<file path="config.mk">
export PLATFORM = sky130hd
export DESIGN_NAME = stack_seq
export DESIGN_NICKNAME = d
export VERILOG_FILES = /design/src/rtl/stk_pkg.sv /design/src/rtl/stk_rst_sync.sv /design/src/rtl/stk_sp_reg.sv /design/src/rtl/stk_ctrl.sv /design/src/rtl/stk_data.sv /design/src/rtl/stack_seq.sv
export SDC_FILE = /design/constraint.sdc
export NUM_CORES = 1
export LEC_CHECK = 0
export BUFFER_PORTS_ARGS = -buffer_cell sky130_fd_sc_hd__buf_4
export CORE_UTILIZATION = 42
export DETAILED_ROUTE_END_ITERATION = 7
export GPL_TIMING_DRIVEN = 1
export PLACE_DENSITY_LB_ADDON = 0.1
export SLEW_MARGIN = 10
export SYNTH_ARGS = -nofsm -noshare
export SYNTH_HDL_FRONTEND = slang
export SYNTH_SLANG_ARGS = --single-unit
export TNS_END_PERCENT = 1
</file>
<file path="constraint.sdc">
create_clock -name clk -period 5.49 [get_ports clk]
set_input_delay 0.8235 -clock clk [delete_from_list [all_inputs] [get_ports clk]]
set_output_delay 0.8235 -clock clk [all_outputs]
set_load 0.01 [all_outputs]
</file>
<file path="src/rtl/stk_pkg.sv">
package stk_pkg;

  typedef enum logic [1:0] {
    OP_PUSH = 2'd0,
    OP_POP  = 2'd1,
    OP_LDSP = 2'd2,
    OP_STSP = 2'd3
  } stk_op_e;

  typedef enum logic [3:0] {
    S_IDLE,
    S_PU_DEC,
    S_PU_HI,
    S_PU_LO,
    S_PO_LO,
    S_PO_HI,
    S_ST_W0,
    S_ST_W1,
    S_ST_LO,
    S_ST_HI,
    S_DONE
  } stk_state_e;

endpackage

</file>
<file path="src/rtl/stk_rst_sync.sv">
module stk_rst_sync #(
  parameter int STAGES = 2
) (
  input  logic clk,
  input  logic rst_n,
  output logic rst_sync_n
);

  logic [STAGES-1:0] chain_q;

  // asserts immediately, releases after STAGES rising edges
  always_ff @(posedge clk or negedge rst_n) begin
    if (!rst_n) chain_q <= '0;
    else        chain_q <= {chain_q[STAGES-2:0], 1'b1};
  end

  assign rst_sync_n = chain_q[STAGES-1];

endmodule

</file>
<file path="src/rtl/stk_sp_reg.sv">
module stk_sp_reg #(
  parameter int                WORD_W   = 16,
  parameter logic [WORD_W-1:0] SP_RESET = 16'hFFFE
) (
  input  logic              clk,
  input  logic              rst_n,
  input  logic              inc,
  input  logic              dec,
  input  logic              load,
  input  logic [WORD_W-1:0] load_val,
  output logic [WORD_W-1:0] sp
);

  logic [WORD_W-1:0] sp_d;
  logic              sp_en;

  assign sp_en = load | inc | dec;

  // wrap-around is natural modulo 2**WORD_W
  always_comb begin
    sp_d = sp;
    if (load)     sp_d = load_val;
    else if (inc) sp_d = sp + 1'b1;
    else if (dec) sp_d = sp - 1'b1;
  end

  always_ff @(posedge clk or negedge rst_n) begin
    if (!rst_n)     sp <= SP_RESET;
    else if (sp_en) sp <= sp_d;
  end

endmodule

</file>
<file path="src/rtl/stk_ctrl.sv">
module stk_ctrl
  import stk_pkg::*;
(
  input  logic       clk,
  input  logic       rst_n,
  input  logic       cmd_valid,
  input  stk_op_e    cmd_op,
  output stk_state_e state,
  output stk_op_e    op_q,
  output logic       accept,
  output logic       sp_inc,
  output logic       sp_dec,
  output logic       sp_load,
  output logic       busy,
  output logic       done
);

  stk_state_e state_d;

  assign accept  = cmd_valid && (state == S_IDLE);
  assign busy    = (state != S_IDLE);
  assign done    = (state == S_DONE);
  assign sp_dec  = (state == S_PU_DEC) || (state == S_PU_HI);
  assign sp_inc  = (state == S_PO_LO)  || (state == S_PO_HI);
  assign sp_load = accept && (cmd_op == OP_LDSP);

  always_comb begin
    state_d = state;
    unique case (state)
      S_IDLE: begin
        if (cmd_valid) begin
          unique case (cmd_op)
            OP_PUSH: state_d = S_PU_DEC;
            OP_POP:  state_d = S_PO_LO;
            OP_LDSP: state_d = S_DONE;
            OP_STSP: state_d = S_ST_W0;
          endcase
        end
      end
      S_PU_DEC: state_d = S_PU_HI;
      S_PU_HI:  state_d = S_PU_LO;
      S_PU_LO:  state_d = S_DONE;
      S_PO_LO:  state_d = S_PO_HI;
      S_PO_HI:  state_d = S_DONE;
      S_ST_W0:  state_d = S_ST_W1;
      S_ST_W1:  state_d = S_ST_LO;
      S_ST_LO:  state_d = S_ST_HI;
      S_ST_HI:  state_d = S_DONE;
      default:  state_d = S_IDLE;
    endcase
  end

  always_ff @(posedge clk or negedge rst_n) begin
    if (!rst_n) state <= S_IDLE;
    else        state <= state_d;
  end

  always_ff @(posedge clk or negedge rst_n) begin
    if (!rst_n)      op_q <= OP_PUSH;
    else if (accept) op_q <= cmd_op;
  end

endmodule

</file>
<file path="src/rtl/stk_data.sv">
module stk_data
  import stk_pkg::*;
#(
  parameter int WORD_W    = 16,
  parameter int FLAG_BITS = 4,
  localparam int BYTE_W   = WORD_W / 2
) (
  input  logic              clk,
  input  logic              rst_n,
  input  logic              accept,
  input  stk_op_e           cmd_op,
  input  logic [WORD_W-1:0] cmd_data,
  input  logic              cmd_flags,
  input  stk_state_e        state,
  input  stk_op_e           op_q,
  input  logic [WORD_W-1:0] sp,
  input  logic [BYTE_W-1:0] mem_rdata,
  output logic [WORD_W-1:0] mem_addr,
  output logic [BYTE_W-1:0] mem_wdata,
  output logic              mem_we,
  output logic [WORD_W-1:0] rsp_data
);

  localparam int LOW_W = BYTE_W - FLAG_BITS;

  function automatic logic [BYTE_W-1:0] keep_flags(input logic [BYTE_W-1:0] b);
    return {b[BYTE_W-1:LOW_W], {LOW_W{1'b0}}};
  endfunction

  logic [WORD_W-1:0] word_q, word_d, res_q, live_word;
  logic [BYTE_W-1:0] lo_q, lo_d;
  logic              flag_q, pop_done, lo_en;

  assign word_d = (cmd_flags && cmd_op == OP_PUSH)
                ? {cmd_data[WORD_W-1:BYTE_W], keep_flags(cmd_data[BYTE_W-1:0])}
                : cmd_data;
  assign lo_en     = (state == S_PO_HI);
  assign lo_d      = flag_q ? keep_flags(mem_rdata) : mem_rdata;
  assign pop_done  = (state == S_DONE) && (op_q == OP_POP);
  assign live_word = {mem_rdata, lo_q};
  assign rsp_data  = pop_done ? live_word : res_q;

  always_ff @(posedge clk or negedge rst_n) begin
    if (!rst_n) begin
      word_q <= '0;
      flag_q <= 1'b0;
    end else if (accept) begin
      word_q <= word_d;
      flag_q <= cmd_flags;
    end
  end

  always_ff @(posedge clk or negedge rst_n) begin
    if (!rst_n)     lo_q <= '0;
    else if (lo_en) lo_q <= lo_d;
  end

  always_ff @(posedge clk or negedge rst_n) begin
    if (!rst_n)        res_q <= '0;
    else if (pop_done) res_q <= live_word;
  end

  always_comb begin
    mem_addr  = sp;
    mem_wdata = '0;
    mem_we    = 1'b0;
    unique case (state)
      S_PU_HI: begin mem_we = 1'b1; mem_wdata = word_q[WORD_W-1:BYTE_W]; end
      S_PU_LO: begin mem_we = 1'b1; mem_wdata = word_q[BYTE_W-1:0]; end
      S_ST_LO: begin mem_we = 1'b1; mem_addr = word_q; mem_wdata = sp[BYTE_W-1:0]; end
      S_ST_HI: begin mem_we = 1'b1; mem_addr = word_q + 1'b1; mem_wdata = sp[WORD_W-1:BYTE_W]; end
      default: ;
    endcase
  end

endmodule

</file>
<file path="src/rtl/stack_seq.sv">
module stack_seq
  import stk_pkg::*;
#(
  parameter int                WORD_W      = 16,
  parameter int                FLAG_BITS   = 4,
  parameter int                SYNC_STAGES = 2,
  parameter logic [WORD_W-1:0] SP_RESET    = 16'hFFFE,
  localparam int               BYTE_W      = WORD_W / 2
) (
  input  logic              clk,
  input  logic              rst_n,
  input  logic              cmd_valid,
  input  logic [1:0]        cmd_op,
  input  logic [WORD_W-1:0] cmd_data,
  input  logic              cmd_flags,
  output logic              busy,
  output logic              done,
  output logic [WORD_W-1:0] rsp_data,
  output logic [WORD_W-1:0] sp_value,
  output logic [WORD_W-1:0] mem_addr,
  output logic [BYTE_W-1:0] mem_wdata,
  output logic              mem_we,
  input  logic [BYTE_W-1:0] mem_rdata
);

  logic       rst_sync_n, accept, sp_inc, sp_dec, sp_load;
  stk_state_e state;
  stk_op_e    op_q, op_in;

  assign op_in = stk_op_e'(cmd_op);

  stk_rst_sync #(.STAGES(SYNC_STAGES)) u_rst (
    .clk(clk), .rst_n(rst_n), .rst_sync_n(rst_sync_n)
  );

  stk_ctrl u_ctrl (
    .clk(clk), .rst_n(rst_sync_n), .cmd_valid(cmd_valid), .cmd_op(op_in),
    .state(state), .op_q(op_q), .accept(accept), .sp_inc(sp_inc),
    .sp_dec(sp_dec), .sp_load(sp_load), .busy(busy), .done(done)
  );

  stk_sp_reg #(.WORD_W(WORD_W), .SP_RESET(SP_RESET)) u_sp (
    .clk(clk), .rst_n(rst_sync_n), .inc(sp_inc), .dec(sp_dec),
    .load(sp_load), .load_val(cmd_data), .sp(sp_value)
  );

  stk_data #(.WORD_W(WORD_W), .FLAG_BITS(FLAG_BITS)) u_data (
    .clk(clk), .rst_n(rst_sync_n), .accept(accept), .cmd_op(op_in),
    .cmd_data(cmd_data), .cmd_flags(cmd_flags), .state(state), .op_q(op_q),
    .sp(sp_value), .mem_rdata(mem_rdata), .mem_addr(mem_addr),
    .mem_wdata(mem_wdata), .mem_we(mem_we), .rsp_data(rsp_data)
  );

  a_r6_done_while_busy: assert property (@(posedge clk) disable iff (!rst_sync_n)
    done |-> busy);

  a_r6_release_after_done: assert property (@(posedge clk) disable iff (!rst_sync_n)
    done |=> !busy);

  a_r10_busy_holds: assert property (@(posedge clk) disable iff (!rst_sync_n)
    (busy && !done) |=> busy);

  a_r2_low_byte_below_high: assert property (@(posedge clk) disable iff (!rst_sync_n)
    (state == S_PU_LO) |-> (mem_we && mem_addr == WORD_W'($past(mem_addr) - 1'b1)));

  a_r4_pop_steps_up: assert property (@(posedge clk) disable iff (!rst_sync_n)
    (state == S_PO_HI) |-> (sp_value == WORD_W'($past(sp_value) + 1'b1)));

  a_r7_pointer_frozen: assert property (@(posedge clk) disable iff (!rst_sync_n)
    (state == S_ST_LO || state == S_ST_HI) |-> $stable(sp_value));

endmodule

</file>
==> Word-level counts from Yosys, hierarchy flattened <==
Index checks and enable logic that the tools add are counted.
{ "totals": {"register_bits": 65, "latch_bits": 0, "mem_bits_rw": 0, "romBits": 0, "in_bits": 30, "out_inout_bits": 59, "word_cells": 53, "mem_count": 0} }
{ "classes": {"addsub": 3, "multipliers": 0, "div": 0, "order_cmp": 0, "n_eq_ne": 15, "n_shift": 0, "mux": 12, "bitwise": 2, "n_reduce_logical": 13} }
{ "op_table": {"columns": ["op", "n"], "rows": [
  ["$mux 16", 4],
  ["$add 16x1->16 const B", 2],
  ["$pmux 16 s2", 1],
  ["$pmux 4 s8", 1],
  ["$pmux 8 s4", 1],
  ["$eq 4x3->1 const B", 4],
  ["$pmux 4 s4", 1],
  ["$sub 16x1->16 const B", 1],
  ["$eq 4x4->1 const B", 3],
  ["$mux 4", 3],
  ["$eq 4x2->1 const B", 2],
  ["$eq 2x1->1 const B", 2],
  ["$eq 2x2->1 const B", 2],
  ["$eq 4x1->1 const B", 1],
  ["$logic_and 1x1->1", 4],
  ["$logic_not 4->1", 1],
  ["$reduce_bool 4->1", 1],
  ["$reduce_or 4->1", 1],
  ["$reduce_bool 3->1", 1],
  ["$reduce_or 3->1", 1],
  ["$logic_not 2->1", 1],
  ["$logic_or 1x1->1", 2],
  ["$ne 2x2->1 const B", 1],
  ["$or 1x1->1", 2],
  ["2 further kinds", 2]
]} }

==> Depth between registers and ports, before layout <==
{ "depth": {"word_depth": 6, "mapped_depth": 11, "ltp_nobuf": 8} }

==> Modules after synthesis <==
Synthesis repeated with hierarchy kept, for this count alone.
{ "unflattened": {"cells_unflattened": 433, "hier_area_um2": 4225.3} }
{ "by_module_without_submodules": {"columns": ["module", "n_inst", "cells_per_inst", "area_per_inst_um2", "seq_area_each_um2"], "rows": [
  ["stk_data", 1, 225, 2285.9, 1026.0],
  ["stk_sp_reg", 1, 167, 1526.5, 419.2],
  ["stk_ctrl", 1, 38, 359.1, 150.1],
  ["stk_rst_sync", 1, 3, 53.8, 50.0]
]} }

==> Worst setup path before layout <==
No wires, ideal clock.
{ "synth_path": {"kind": "register to register", "start": "register u_ctrl.state[3]", "end": "register u_sp.sp[10]", "setup_ns": 0.064, "t_arrival_ns": 2.698, "required_time_ns": 5.426, "setup_slack_ns": 2.728, "path_stages_with_launch": 12, "n_path_buf": 3, "synth_period_minus_slack_ns": 2.762, "cell_sequence": "dfrtp_1 > buf_6 > nor3b_1 > clkbuf_1 > buf_2 > xnor2_1 > ha_1 > nor4_1 > nand2_1 > a2bb2oi_1 > or4_1 > nand3_1"} }
{ "synth_via": {"elab_chain_len": 6, "elab_cells_between_ends": 15, "cone_classes": "eq/ne: 4; mux: 2; bitwise: 2; reduce/logical: 7"} }
{ "synth_rtl": {"columns": ["item", "line", "text"], "rows": [
  ["from (decl)", "stk_ctrl.sv:8", "output stk_state_e state,"],
  ["from (signal assigned)", "stk_ctrl.sv:55", "else state <= state_d;"],
  ["$logic_not 4->1", "stk_ctrl.sv:20", "assign accept = cmd_valid && (state == S_IDLE);"],
  ["$logic_and 1x1->1", "stk_ctrl.sv:20", null],
  ["$logic_and 1x1->1", "stk_ctrl.sv:25", "assign sp_load = accept && (cmd_op == OP_LDSP);"],
  ["$or 1x1->1 (2 in series)", "stk_sp_reg.sv:17", "assign sp_en = load | inc | dec;"],
  ["$reduce_and 2->1 (no line)", null, null],
  ["to (signal assigned)", "stk_sp_reg.sv:29", "else if (sp_en) sp <= sp_d;"],
  ["to (decl)", "stk_sp_reg.sv:11", "output logic [WORD_W-1:0] sp"]
]} }
Parallel ways exist; a longest one is shown, timed or not.
A chain may end at the register's enable or synchronous reset.

==> Worst setup path in the final report <==
{ "layout_path": {"start": "register u_ctrl.state[1]", "end": "output mem_addr[9]"} }
{ "layout_via": {"elab_chain_len": 2, "elab_cells_between_ends": 3, "cone_classes": "eq/ne: 2; mux: 1"} }
{ "layout_rtl": {"columns": ["item", "line", "text"], "rows": [
  ["$eq 4x4->1", "stk_data.sv:67", "unique case (state)"],
  ["$pmux 16 s2 *", "stk_data.sv:67", null],
  ["to (decl)", "stack_seq.sv:20", "output logic [WORD_W-1:0] mem_addr,"]
]} }
Every way passes the cells marked *; elsewhere a longest branch is shown, timed or not.

==> flow_metrics.env <==
export IMPL_routedWlPerCell_um=18.3
export IMPL_area_delta_synth_final_pct=23.6
export IMPL_layout_common_cells="buf_4, nand2_1, dfrtp_1"
export IMPL_cts_buffers=9
export IMPL_drv_slew=0
export IMPL_setup_slack_ns=1.85
export IMPL_ys_warn_count=0
export IMPL_critPathLaunch="u_ctrl.state[1]"
export IMPL_drtAntennaViolNets=0
export IMPL_avgSynthCellArea_um2=8.95
export IMPL_path_depth=4
export IMPL_post_cts_resized=0
export IMPL_cts_hold_buf=0
export IMPL_grt_pass1_vias=3485
export IMPL_worstPathArrival_ns=2.82
export IMPL_p_per_area_nw_per_um2=636
export IMPL_dr_first_iter_drc_count=405
export IMPL_synth_area_um2=4000
export IMPL_yosys_most_used_dff="dfrtp_1"
export IMPL_finalSetupViolCount=0
export IMPL_final_common_cell="buf_4"
export IMPL_cts_tree="built"
export IMPL_drt_pre_antenna_iters=5
export IMPL_worst_path_max_fanout=20
export IMPL_cpPeakStageDelay_ns=0.74
export IMPL_worst_hold_path_type="in2async"
export IMPL_gr_total_overflow=0
export IMPL_dr_total_vias=3787
export IMPL_drive_above_1_share_pct=32.2
export IMPL_io_pins=89
export IMPL_synth_edf_count=0
export IMPL_htree_levels=3
export IMPL_die_h_um=99.6
export IMPL_worstReg2RegStart="u_ctrl.state[3]"
export IMPL_io_buffers=88
export IMPL_diodes=0
export IMPL_grt_pass1_wl_um=18700
export IMPL_reg2reg_depth=9
export IMPL_worst_slew_pin_slew_ns=1.17
export IMPL_dpl_hpwl_um=8410
export IMPL_pre_cts_ws_ns=2.31
export IMPL_synth_cells=447
export IMPL_finClkSkew_ns=0.0121
export IMPL_synth_cell_types=59
export IMPL_vias_per_cell=5.88
export IMPL_p_leak_nw=2.14
export IMPL_initial_utilization_pct=43.3
export IMPL_finalCriticalPeriod_ns=3.64
export IMPL_cts_root_buffer="clkbuf_8"
export IMPL_async_flop_share_pct=100
export IMPL_yosysTopAreaCellShare_pct=31.3
export IMPL_hold_viol=0
export IMPL_fin_setup_tns_ns=0
export IMPL_core_um2=9240
export IMPL_globalRouteTotalUtil_pct=24.6
export IMPL_status="finished clean"
export IMPL_yosysTopAreaCell="dfrtp_1"
export IMPL_fmax_ghz=0.275
export IMPL_antenna_found_initial=0
export IMPL_cts_sinks=65
export IMPL_cp_required_ns=4.67
export IMPL_ys_top_cells_by_area="dfrtp_1, dfstp_2, mux2_2"
export IMPL_grt_max_degree=64
export IMPL_die_area_um2=9920
export IMPL_path_cells="nor2_1, nand3_1, o311ai_0, buf_4"
export IMPL_std_cell_rows=35
export IMPL_rsz0062_at_grt="no"
export IMPL_worst_setup_path_end_kind="output port"
export IMPL_crit_type="reg2out"
export IMPL_slew_limit_headroom_pct=21.6
export IMPL_ys_ff_latch=65
export IMPL_worst_path_max_delay_cell="o311ai_0"
export IMPL_fin_crit_sh_pct=66.3
export IMPL_dieWidth_um=99.6
export IMPL_drc=0
export IMPL_gp_congestion=0.826
export IMPL_vdd_drop_max_mv=0.291
export IMPL_cap_violations=0
export IMPL_post_cts_setup_buffers=0
export IMPL_drt_total_wl_um=11800
export IMPL_syn_num_nets=479
export IMPL_startpoint_type="flip-flop"
export IMPL_critPathTopFamily="simple AND/OR/NAND/NOR gates"
export IMPL_nets=542
export IMPL_clockBufferDepth=2
export IMPL_cts_clk_slew_worst_paths_ns=0.08
export IMPL_clk_latency_ns=0.36
export IMPL_seq_area_frac_synth_pct=41.1
export IMPL_cp_num_buf_inv=1
-- through the flow --
stage	hold WS [ns]	utilization (%)	total power [mW]	instances	cell area, um^2
2_1_floorplan	0.331	-	1.94	447	4000
3_3_place_gp	0.339	50.8	2.59	628	4690
3_5_place_dp	0.347	50.8	2.61	628	4690
4_1_cts	0.220	53.5	3.14	644	4940
5_1_grt	0.215	53.5	3.34	644	4940
6_report	0.236	53.5	3.14	644	4940
-- Yosys cell counts (all sizes together) (5+ instances only) --
| cell | n |
|---|---|
| nand2 | 57 |
| dfrtp | 50 |
| o21ai | 39 |
| clkbuf | 35 |
| mux2 | 35 |
| nor2 | 31 |
| nand3 | 16 |
| dfstp | 15 |
| nor3 | 14 |
| a21oi | 13 |
| nand4 | 11 |
| a222oi | 10 |
| and3 | 10 |
| inv | 10 |
| nand2b | 7 |
| nor4 | 7 |
| a221o | 6 |
| a31oi | 6 |
| buf | 6 |
| or4 | 6 |
| xnor2 | 6 |
| xor2 | 5 |
-- report_power, final --
| part | switching [mW] | total [mW] | internal (mW) |
|---|---|---|---|
| combinational | 0.762 | 1.50 | 0.741 |
| sequential | 0.375 | 1.12 | 0.744 |
| clock | 0.213 | 0.519 | 0.306 |
-- final timing paths --
kind,to,slack (ns)
max,mem_addr[9],1.85
min,u_rst.chain_q[0],0.24
max reg2reg,u_sp.sp[8],2.42
min reg2reg,u_rst.chain_q[1],0.36
max in group asynchronous,u_data.word_q[14],4.54
min in group clk,u_rst.chain_q[1],0.36
-- routing by layer --
layer	vias up	part of all wire (%)	wire, um	track usage [%]
li1	1776	-	-	-
met1	1809	45	5340	33.7
met2	177	45	5290	37.2
met3	25	7.4	867	6.11
met4	0	2.3	275	9.84
met5	-	0	0	0
-- logic make-up (layout without fill, tap and decap cells) --
kind of cell,Yosys count,count (layout),synth area share (%)
AO/OA/AOI/OAI,104,104,18.3
XOR/XNOR,11,11,2.41
other,1,1,0.0938
AND/OR/NAND/NOR,177,177,22.1
adder cells (fa/ha/maj),2,2,0.626
flip-flops,65,65,41.1
multiplexers,36,36,10.1
buffers and inverters,51,119,5.23
-- sequential cells by signal (all words and copies together), names as in the netlist --
signal,cells
u_ctrl.op_q,2
u_data.lo_q,8
u_ctrl.state,4
u_data.res_q,16
u_rst.chain_q,2
u_sp.sp,16
u_data.flag_q,1
u_data.word_q,16
-- layout make-up --
cell class                      count  area (um^2)
Timing Repair Buffer               93          698
Clock buffer                        9          124
Inverter                           10         37.5
Fill cell                         862         4300
Sequential cell                    65         1650
Tap cell                          129          161
Multi-Input combinational cell    331         2150
Clock inverter                      7          125
(Power assumes the default switching activity.)
